`src/rtl/lsq_pkg.sv`:
```
package lsq_pkg;
  typedef enum logic {
    OP_LOAD  = 1'b0,
    OP_STORE = 1'b1
  } lsq_op_e;
endpackage

```
`src/rtl/lsq_ptrs.sv`:
```
module lsq_ptrs #(
  parameter int DEPTH = 8,
  localparam int IDX_W = $clog2(DEPTH)
) (
  input  logic             clk_i,
  input  logic             rst_ni,
  input  logic             push_i,
  input  logic             pop_i,
  output logic [IDX_W-1:0] head_o,
  output logic [IDX_W-1:0] tail_o,
  output logic             full_o,
  output logic             empty_o
);
  logic [IDX_W:0] head_q, tail_q;

  always_ff @(posedge clk_i or negedge rst_ni) begin
    if (!rst_ni) begin
      head_q <= '0;
      tail_q <= '0;
    end else begin
      if (push_i) tail_q <= tail_q + 1'b1;
      if (pop_i)  head_q <= head_q + 1'b1;
    end
  end

  assign head_o  = head_q[IDX_W-1:0];
  assign tail_o  = tail_q[IDX_W-1:0];
  // extra wrap bit separates full from empty
  assign empty_o = (head_q == tail_q);
  assign full_o  = (head_q[IDX_W-1:0] == tail_q[IDX_W-1:0]) && (head_q[IDX_W] != tail_q[IDX_W]);
endmodule

```
`src/rtl/lsq_age_search.sv`:
```
module lsq_age_search
  import lsq_pkg::*;
#(
  parameter int DEPTH  = 8,
  parameter int ADDR_W = 16,
  localparam int IDX_W = $clog2(DEPTH)
) (
  input  logic [IDX_W-1:0]             head_i,
  input  logic [IDX_W-1:0]             ld_idx_i,
  input  logic [ADDR_W-1:0]            ld_addr_i,
  input  lsq_op_e [DEPTH-1:0]          kind_i,
  input  logic [DEPTH-1:0]             addr_vld_i,
  input  logic [DEPTH-1:0][ADDR_W-1:0] addr_i,
  output logic                         found_o,
  output logic [IDX_W-1:0]             sel_o
);
  logic [IDX_W-1:0] ld_dist;
  logic [IDX_W-1:0] slot;

  assign ld_dist = ld_idx_i - head_i;

  // walk oldest to youngest; the last match before the load wins
  always_comb begin
    found_o = 1'b0;
    sel_o   = '0;
    slot    = '0;
    for (int k = 0; k < DEPTH; k++) begin
      slot = head_i + IDX_W'(k);
      if ((IDX_W'(k) < ld_dist) && (kind_i[slot] == OP_STORE) &&
          addr_vld_i[slot] && (addr_i[slot] == ld_addr_i)) begin
        found_o = 1'b1;
        sel_o   = slot;
      end
    end
  end
endmodule

```
`src/rtl/lsq_fwd.sv`:
```
module lsq_fwd
  import lsq_pkg::*;
#(
  parameter int DEPTH  = 8,
  parameter int ADDR_W = 16,
  parameter int DATA_W = 32,
  parameter int SEQ_W  = 8,
  localparam int IDX_W = $clog2(DEPTH)
) (
  input  logic              clk_i,
  input  logic              rst_ni,
  input  logic              alloc_valid_i,
  input  logic              alloc_is_store_i,
  input  logic [SEQ_W-1:0]  alloc_seq_i,
  output logic              alloc_ready_o,
  output logic [IDX_W-1:0]  alloc_idx_o,
  input  logic              sta_valid_i,
  input  logic [IDX_W-1:0]  sta_idx_i,
  input  logic [ADDR_W-1:0] sta_addr_i,
  input  logic              std_valid_i,
  input  logic [IDX_W-1:0]  std_idx_i,
  input  logic [DATA_W-1:0] std_data_i,
  input  logic              ld_valid_i,
  input  logic [IDX_W-1:0]  ld_idx_i,
  input  logic [ADDR_W-1:0] ld_addr_i,
  input  logic [DATA_W-1:0] cache_rdata_i,
  output logic              ld_hit_o,
  output logic              ld_wait_o,
  output logic [DATA_W-1:0] ld_data_o,
  input  logic              retire_i,
  output logic              retire_ready_o,
  output logic [SEQ_W-1:0]  retire_seq_o,
  output logic              cache_we_o,
  output logic [ADDR_W-1:0] cache_addr_o,
  output logic [DATA_W-1:0] cache_wdata_o
);
  lsq_op_e [DEPTH-1:0]             kind_q;
  logic    [DEPTH-1:0]             avld_q, dvld_q;
  logic    [DEPTH-1:0][ADDR_W-1:0] addr_q;
  logic    [DEPTH-1:0][DATA_W-1:0] data_q;
  logic    [DEPTH-1:0][SEQ_W-1:0]  seq_q;

  logic [IDX_W-1:0] head_idx, tail_idx, fwd_sel;
  logic             full, empty, fwd_found;
  logic             alloc_fire, retire_fire;

  assign alloc_fire  = alloc_valid_i && !full;
  assign retire_fire = retire_i && retire_ready_o;

  lsq_ptrs #(.DEPTH(DEPTH)) u_ptrs (
    .clk_i   (clk_i),
    .rst_ni  (rst_ni),
    .push_i  (alloc_fire),
    .pop_i   (retire_fire),
    .head_o  (head_idx),
    .tail_o  (tail_idx),
    .full_o  (full),
    .empty_o (empty)
  );

  always_ff @(posedge clk_i or negedge rst_ni) begin
    if (!rst_ni) begin
      kind_q <= {DEPTH{OP_LOAD}};
      avld_q <= '0;
      dvld_q <= '0;
    end else begin
      if (sta_valid_i) avld_q[sta_idx_i] <= 1'b1;
      if (std_valid_i) dvld_q[std_idx_i] <= 1'b1;
      if (alloc_fire) begin
        kind_q[tail_idx] <= alloc_is_store_i ? OP_STORE : OP_LOAD;
        avld_q[tail_idx] <= 1'b0;
        dvld_q[tail_idx] <= 1'b0;
      end
    end
  end

  always_ff @(posedge clk_i) begin
    if (sta_valid_i) addr_q[sta_idx_i] <= sta_addr_i;
    if (std_valid_i) data_q[std_idx_i] <= std_data_i;
    if (alloc_fire)  seq_q[tail_idx]   <= alloc_seq_i;
  end

  lsq_age_search #(.DEPTH(DEPTH), .ADDR_W(ADDR_W)) u_search (
    .head_i     (head_idx),
    .ld_idx_i   (ld_idx_i),
    .ld_addr_i  (ld_addr_i),
    .kind_i     (kind_q),
    .addr_vld_i (avld_q),
    .addr_i     (addr_q),
    .found_o    (fwd_found),
    .sel_o      (fwd_sel)
  );

  assign ld_hit_o  = ld_valid_i && fwd_found && dvld_q[fwd_sel];
  assign ld_wait_o = ld_valid_i && fwd_found && !dvld_q[fwd_sel];
  assign ld_data_o = !fwd_found      ? cache_rdata_i :
                     dvld_q[fwd_sel] ? data_q[fwd_sel] : '0;

  assign alloc_ready_o  = !full;
  assign alloc_idx_o    = tail_idx;
  assign retire_ready_o = !empty && ((kind_q[head_idx] == OP_LOAD) ||
                                     (avld_q[head_idx] && dvld_q[head_idx]));
  assign retire_seq_o   = seq_q[head_idx];
  assign cache_we_o     = retire_fire && (kind_q[head_idx] == OP_STORE);
  assign cache_addr_o   = addr_q[head_idx];
  assign cache_wdata_o  = data_q[head_idx];
endmodule

```
`config.mk`:
```
export PLATFORM = sky130hd
export DESIGN_NAME = lsq_fwd
export DESIGN_NICKNAME = d
export VERILOG_FILES = /design/src/rtl/lsq_pkg.sv /design/src/rtl/lsq_ptrs.sv /design/src/rtl/lsq_age_search.sv /design/src/rtl/lsq_fwd.sv
export SDC_FILE = /design/constraint.sdc
export NUM_CORES = 1
export LEC_CHECK = 0
export BUFFER_PORTS_ARGS = -buffer_cell sky130_fd_sc_hd__buf_2
export CORE_MARGIN = 3
export CORE_UTILIZATION = 40
export DETAILED_ROUTE_END_ITERATION = 10
export PLACE_DENSITY = 0.64
export SLEW_MARGIN = 15
export SYNTH_ARGS = -nofsm -noshare
export SYNTH_HDL_FRONTEND = slang
export SYNTH_SLANG_ARGS = --single-unit
export TNS_END_PERCENT = 100
```
`constraint.sdc`:
```
create_clock -name clk_i -period 10.5 [get_ports clk_i]
set_clock_uncertainty 0.05 [all_clocks]
set_input_delay 0 -clock clk_i [delete_from_list [all_inputs] [get_ports clk_i]]
set_output_delay 0 -clock clk_i [all_outputs]
set_load 0.02 [all_outputs]
```
==> results by group, run 1 <==
Clocking
  – Number of buffers created by CTS: 52
  – Postcts setup bufs: 0
  – CTS Sinks: 480
  – CTS tree: yes
  – Htree depth: 2
  – Clock Path Buffers: 3
  – CTS hold repair buffers: 71
  – Worst skew pair latency: 0.63 ns
  – CTS root buf: clkbuf_16
  – Resize count post-CTS: 0
  – CTS clk-pin slew, worst paths: 0.06 ns

Floorplan
  – Number of core rows: 99
  – Num ports: 217
  – Die Height: 280 µm
  – Initial Utilization: 40.7%
  – Die Area: 78,200 µm²
  – Die Wd: 280 µm
  – Core area: 73,600 µm²

Timing
  – Fin crit share: 79.9%
  – Worst-Margin Slew: 1.07 ns
  – Final Setup Violations: 0
  – Pins Over Slew Limit: 0
  – Tmin final: 8.39 ns
  – Setup TNS: 0 ns
  – Maximum clock frequency: 119 MHz
  – RSZ-0062 raised after global routing: false
  – Fin. Hold Viols: 0
  – Slew headroom: 28.2%

Yosys
  – EDFF count, synth: 448
  – Synth Area in Adders: 0.276%
  – Mean post-synth cell area: 14.2 µm²
  – #FFs+latches synth: 480
  – Synth Area in XOR/XNOR: 3.88%
  – Yosys cell types: 86
  – Yosys Warn Count: 0
  – Multiplexer share of the synthesized area: 31.2%
  – Synthesized net count: 2,235
  – Mapped cell area: 29,900 µm²
  – Ys async rst share: 6.67%
  – Post-Synth Simple-Gate Area: 7.53%
  – Synth Instances: 2,108
  – Compound-Gate Fraction of Synth Area: 6.13%
  – Post-synth top flop: edfxtp_1
  – Largest family of logic cells by synthesized area: multiplexers
  – Register area share after synthesis: 47.6%

Worst setup path
  – Reg2reg path depth: 9
  – Ordered cell list for the critical path: buf_4, xnor2_2, buf_4, mux2i_1, mux2i_1, a2111oi_0, nor4bb_1, nand4b_1, nor2_1, a221oi_1, o22ai_1, nand2b_2, buf_4, nor2_1, a211o_2, o41ai_1, buf_2
  – WP data arrival: 8.34 ns
  – Worst reg2reg path endpoint: u_ptrs.head_q[3]
  – CP max stage cell: a2111oi_0
  – CP required: 10.45 ns
  – Crit Path Class: register to output pin
  – CP max FO: 48
  – Worst path max stage delay: 0.88 ns
  – Worst setup SP type: register
  – CP Capture Type: output pin
  – Flop2flop setup slack: 6.63 ns
  – R2R Path Start: u_ptrs.head_q[0]
  – CP dominant cell by count: buf_4

Routing
  – Via count: 20,700
  – Total Wirelength: 92.7 mm
  – First-pass DRT Iterations: 8
  – Post-route DRC: 0
  – Post-route ant nets: 0
  – Per-cell routed wire length: 27.9 µm
  – Via-per-instance ratio: 6.23
  – DRT iter0 DRCs: 1,969

Power and ir drop
  – Clock power frac: 18.7%
  – Max VDD drop: 0.000187 V
  – Gate power share: 56.1%
  – Sw power: 0.00421 W
  – PwrDens: 289 nW/µm²
  – Leakage power figure: 11.8 nW
  – Switching share of power: 42.6%
  – Int Pwr: 0.00569 W
  – Total chip power: 0.00990 W
  – Share of power burned in registers: 25.2%

Job
  – Max Cap Viol: 0

Placement
  – Gp weighted congestion: 0.942
  – IO buf count: 216
  – Post-DP HPWL: 61.2 mm

Worst hold path
  – Hold path endpoint: data_q[56]
  – Min-delay src: std_idx_i[2]
  – Hold path depth: 3
  – Worst hold path class: primary input to register

Global routing
  – Global-route usage over all layers: 23.5%
  – First-pass GRT wire length: 139 mm
  – Initial antenna violation count: 8
  – Largest net degree at the start of global routing: 65
  – Vias in the first global route: 21,000
  – Overflow after GRT: 0

Finish
  – Commonest non-fill, non-tap cell in the layout: edfxtp_1
  – Fill cells: 6,458
  – Synthesis-to-finish area growth: 14.3%
  – Nets: 2,441
  – Share of cells above drive strength 1: 34.4%
  – Commonest non-fill, non-tap cells in the layout: edfxtp_1 (448), mux4_2 (237), buf_2 (216), mux2i_1 (198), mux2_2 (177)

Outcome
  – Status: complete, no violations
==> worst max-delay path by stage <==
stage	from	to	cells after the start
5_1_grt	u_ptrs.head_q[1]	ld_data_o[3]	18
3_3_place_gp	u_ptrs.head_q[2]	ld_data_o[31]	17
3_5_place_dp	u_ptrs.head_q[1]	ld_data_o[3]	17
2_1_floorplan	u_ptrs.head_q[1]	ld_data_o[31]	24
6_report	u_ptrs.head_q[2]	ld_data_o[3]	17
4_1_cts	u_ptrs.head_q[1]	ld_data_o[3]	17
==> power by group through the flow <==
| stage | sequential (W) | clock [W] | combinational (W) |
|---|---|---|---|
| 2_1_floorplan | 0.00236 | 0 | 0.00417 |
| 3_3_place_gp | 0.00252 | 0 | 0.00544 |
| 3_5_place_dp | 0.00254 | 0 | 0.00547 |
| 4_1_cts | 0.00250 | 0.00189 | 0.00553 |
| 5_1_grt | 0.00253 | 0.00196 | 0.00585 |
| 6_report | 0.00250 | 0.00185 | 0.00555 |
==> through the flow <==
stage	cell area (µm²)	hold WS [ns]	setup slack (ns)	cells	utilization, %
after global routing	34200	0.0710	1.58	3319	46.5
after global placement	31700	0.0342	2.75	3148	43.1
after floorplan	29900	-0.346	4.44	2108	-
after detailed placement	31700	0.0451	2.75	3148	43.1
final	34200	0.0562	2.11	3321	46.5
after CTS	34200	0.0279	2.07	3316	46.5
==> sequential cells by signal (all words and copies together) (netlist names) <==
name           count
data_q           256
addr_q           128
seq_q             64
avld_q             8
dvld_q             8
kind_q             8
u_ptrs.head_q      4
u_ptrs.tail_q      4
==> synthesized netlist by cell type (5+ instances only) <==
cell / instances / share of area (%)
edfxtp_1: 448 / 45
mux4_2: 237 / 18
mux2i_1: 198 / 6.6
mux2_2: 177 / 6.7
nand2_1: 130 / 1.6
nor2_1: 116 / 1.5
xnor2_1: 77 / 2.3
o22ai_1: 60 / 1.3
buf_2: 54 / 0.90
xor2_1: 48 / 1.4
clkbuf_1: 46 / 0.58
nor3_1: 39 / 0.65
o21ai_0: 34 / 0.57
dfrtp_1: 32 / 2.7
buf_4: 28 / 0.70
buf_1: 27 / 0.34
o31ai_1: 24 / 0.60
a211o_1: 22 / 0.64
nand3_1: 20 / 0.33
nand2b_1: 19 / 0.40
inv_1: 18 / 0.23
nand4_1: 15 / 0.31
nor3b_1: 15 / 0.38
buf_6: 13 / 0.49
nand3b_1: 13 / 0.33
nor4_1: 13 / 0.27
nor2b_1: 11 / 0.23
or2_2: 10 / 0.21
o41ai_2: 9 / 0.49
or3_1: 9 / 0.19
o211ai_1: 8 / 0.20
a22o_1: 7 / 0.20
and2_1: 7 / 0.15
and3_1: 7 / 0.15
o21a_1: 6 / 0.15
o41ai_1: 6 / 0.18
a211oi_1: 5 / 0.13
a21oi_1: 5 / 0.084
a221oi_1: 5 / 0.15
a31oi_1: 5 / 0.10
ha_1: 5 / 0.21
nand4b_1: 5 / 0.15
o2111ai_1: 5 / 0.15
==> metal layers <==
layer | global-route usage [%] | wire (µm) | vias up
li1 | - | - | 8895
met4 | 7.57 | 2920 | 6
met2 | 38.3 | 44500 | 881
met3 | 4.13 | 6550 | 154
met5 | 0 | 34 | -
met1 | 32.0 | 38700 | 10800
==> critical path: cells and delay by family, from the launching register on <==
kind                      cells  cell delay [ns]
and+or+nand+nor               5             1.37
buffers and inverters         4             2.01
DFF                           1             0.87
xor gates and xnor gates      1             0.21
muxes                         2             0.55
AOI/OAI and AO/OA             5             2.63
==> cell families after synthesis <==
logic type,after synthesis
XOR/XNOR,128
multiplexers,614
flip-flops,480
AO/OA/AOI/OAI,238
buffers and inverters,193
AND/OR/NAND/NOR,449
adder cells (fa/ha/maj),6
==> area by class of cell <==
| cell class | count | area (µm²) | share of cell area [%] |
|---|---|---|---|
| Clock buffer | 64 | 1410 | 4.11 |
| Inverter | 21 | 81.3 | 0.238 |
| Sequential cell | 480 | 14300 | 41.7 |
| Tap cell | 959 | 1200 | 3.51 |
| Clock inverter | 33 | 340 | 0.994 |
| Antenna cell | 5 | 12.5 | 0.0366 |
| Timing Repair Buffer | 324 | 2080 | 6.08 |
| Multi-Input combinational cell | 1435 | 14800 | 43.4 |
Note: power is estimated with default switching activity, not from simulation.
==> inputs of run 2 (changes only) <==
--- a/config.mk
+++ b/config.mk
@@ -9,7 +9,7 @@
 export CORE_MARGIN = 3
 export CORE_UTILIZATION = 40
 export DETAILED_ROUTE_END_ITERATION = 10
-export PLACE_DENSITY = 0.64
+export PLACE_DENSITY = 0.66
 export SLEW_MARGIN = 15
 export SYNTH_ARGS = -nofsm -noshare
 export SYNTH_HDL_FRONTEND = slang
==> constraint.sdc (replaced) <==
create_clock -name clk_i -period 6.76 [get_ports clk_i]
set_clock_uncertainty 0.05 [all_clocks]
set_input_delay 0 -clock clk_i [delete_from_list [all_inputs] [get_ports clk_i]]
set_output_delay 0 -clock clk_i [all_outputs]
set_load 0.02 [all_outputs]
==> results by group, run 2 (synthesized netlist as in run 1, its figures left out) <==
Outcome
  – Status: complete, no violations

Worst setup path
  – WP data arrival: 6.44 ns
  – Worst setup SP type: register
  – CP Capture Type: output pin
  – Reg2reg path depth: 11
  – CP Launch Point: u_ptrs.head_q[1]
  – CP required: 6.71 ns
  – Crit Path Class: register to output pin
  – CP max FO: 34
  – Flop2flop setup slack: 2.74 ns
  – R2R Path Start: u_ptrs.head_q[0]
  – Worst reg2reg path endpoint: u_ptrs.head_q[3]

Timing
  – Maximum clock frequency: 154 MHz
  – Setup TNS: 0 ns
  – Fin crit share: 96.0%
  – RSZ-0062 raised after global routing: false
  – Pins Over Slew Limit: 0
  – Final Setup Violations: 0
  – Slew headroom: 22.8%
  – Tmin final: 6.49 ns
  – Worst-Margin Slew: 1.15 ns
  – Fin. Hold Viols: 0
  – Final worst setup slack: 0.272 ns

Global routing
  – Initial antenna violation count: 4
  – First-pass GRT wire length: 138 mm
  – M3 GR Usage: 4.28%
  – Met1 Use GR: 31.7%
  – Met2 Use GR: 37.4%
  – Overflow after GRT: 0
  – Global-route usage over all layers: 23.4%
  – Global route hottest layer: met2
  – Largest net degree at the start of global routing: 143
  – Vias in the first global route: 20,900

Routing
  – Total Wirelength: 94.3 mm
  – Post-route DRC: 0
  – Via-per-instance ratio: 6.22
  – Via count: 20,900
  – DRT iter0 DRCs: 2,099
  – Per-cell routed wire length: 28.1 µm
  – First-pass DRT Iterations: 7
  – Post-route ant nets: 0

Clocking
  – CTS clk-pin slew, worst paths: 0.06 ns
  – Htree depth: 2
  – CTS Sinks: 480
  – CTS root buf: clkbuf_16
  – Clock Path Buffers: 3
  – Worst skew pair latency: 0.63 ns
  – Number of buffers created by CTS: 52
  – CTS tree: yes

Worst hold path
  – Worst hold path class: primary input to register
  – Min-delay src: std_idx_i[2]
  – Hold path depth: 3
  – Hold path endpoint: data_q[61]

Placement
  – Gp weighted congestion: 0.996
  – Dpl ws: 0.534 ns
  – Post-DP HPWL: 62.3 mm
  – IO buf count: 216

Floorplan
  – Num ports: 217
  – Die Area: 78,200 µm²
  – Die Height: 280 µm
  – Core area: 73,600 µm²
  – Initial Utilization: 40.7%
  – Number of core rows: 99
  – Die Wd: 280 µm

Power and ir drop
  – PwrDens: 459 nW/µm²
  – Max VDD drop: 0.000363 V
  – Leakage power figure: 12.0 nW

Finish
  – Share of cells above drive strength 1: 35.7%
  – Commonest non-fill, non-tap cell in the layout: edfxtp_1
  – Largest register FFs: 256
  – Synthesis-to-finish area growth: 16.2%
  – Top flop regs: data_q x256, addr_q x128, seq_q x64
  – Commonest non-fill, non-tap cells in the layout: edfxtp_1 (448), mux4_2 (237), buf_2 (216), mux2i_1 (198), mux2_2 (177)
  – Nets: 2,480
  – Top reg by flops: data_q

Job
  – Max Cap Viol: 0
run 2: layer usage:
metal  wire [µm]  vias to the layer above
li1            -                     8975
met1       38000                    10800
met2       44600                      937
met3        7490                      205
met4        4100                        0
met5           0                        -
run 2: power by group:
group	internal, W	total (W)	switching [W]
logic	0.00405	0.00932	0.00527
registers	0.00350	0.00373	0.000234
clock network	0.00167	0.00291	0.00124
run 2: critical path, stage by stage (launching register included):
cell and delay (ns):
dfrtp_4 0.55, inv_1 0.20, ha_4 0.45, mux4_2 0.59, a221o_1 0.39, a222oi_1 0.61
nand4_1 0.25, a2111oi_4 0.37, nand2_1 0.18, or3_1 0.42, o2111ai_4 0.26, clkbuf_16 0.31
mux2i_1 0.11, a211o_1 0.30, buf_12 0.19, o41ai_2 0.38, buf_2 0.23
run 2: final cells by class:
type                       instances  area, µm²
inverter                          21       81.3
sequential                       480      14300
multi-input combinational       1435      14900
timing repair buffer             363       2570
clock inverter                    28        367
clock buffer                      70       1400
fill                            6443      38800
antenna                            3       7.51
tap                              959       1200
run 2: how the worst max path moves through the flow:
stage	endpoint	slack, ns	depth (start not counted)
after floorplan	ld_data_o[31]	0.70	24
after global placement	ld_data_o[6]	0.65	18
after detailed placement	ld_data_o[31]	0.53	18
after CTS	ld_data_o[31]	0.03	18
after global routing	ld_data_o[0]	0.09	16
final	ld_data_o[31]	0.27	16
run 2: what timing repair did:
| item | 4_1_cts | 5_1_grt |
|---|---|---|
| setup buffers | 0 | 17 |
| hold buffers | 65 | 0 |
| cloned | 0 | 4 |
| pin swaps | 0 | 4 |
| gates resized for setup | 1 | 16 |
| endpoints found under the hold margin | 513 | 0 |
| setup endpoints to repair | 9 | 33 |
run 2: metrics by stage:
step	total power (W)	utilization [%]	cells	area (µm²)	hold WS [ns]
finish	0.0160	47.3	3359	34800	0.0761
global route	0.0166	47.3	3358	34800	0.0806
CTS	0.0157	46.9	3335	34500	0.0532
detailed placement	0.0127	43.5	3172	32000	0.0429
global placement	0.0126	43.5	3172	32000	0.0327
floorplan	0.0102	-	2108	29900	-0.346
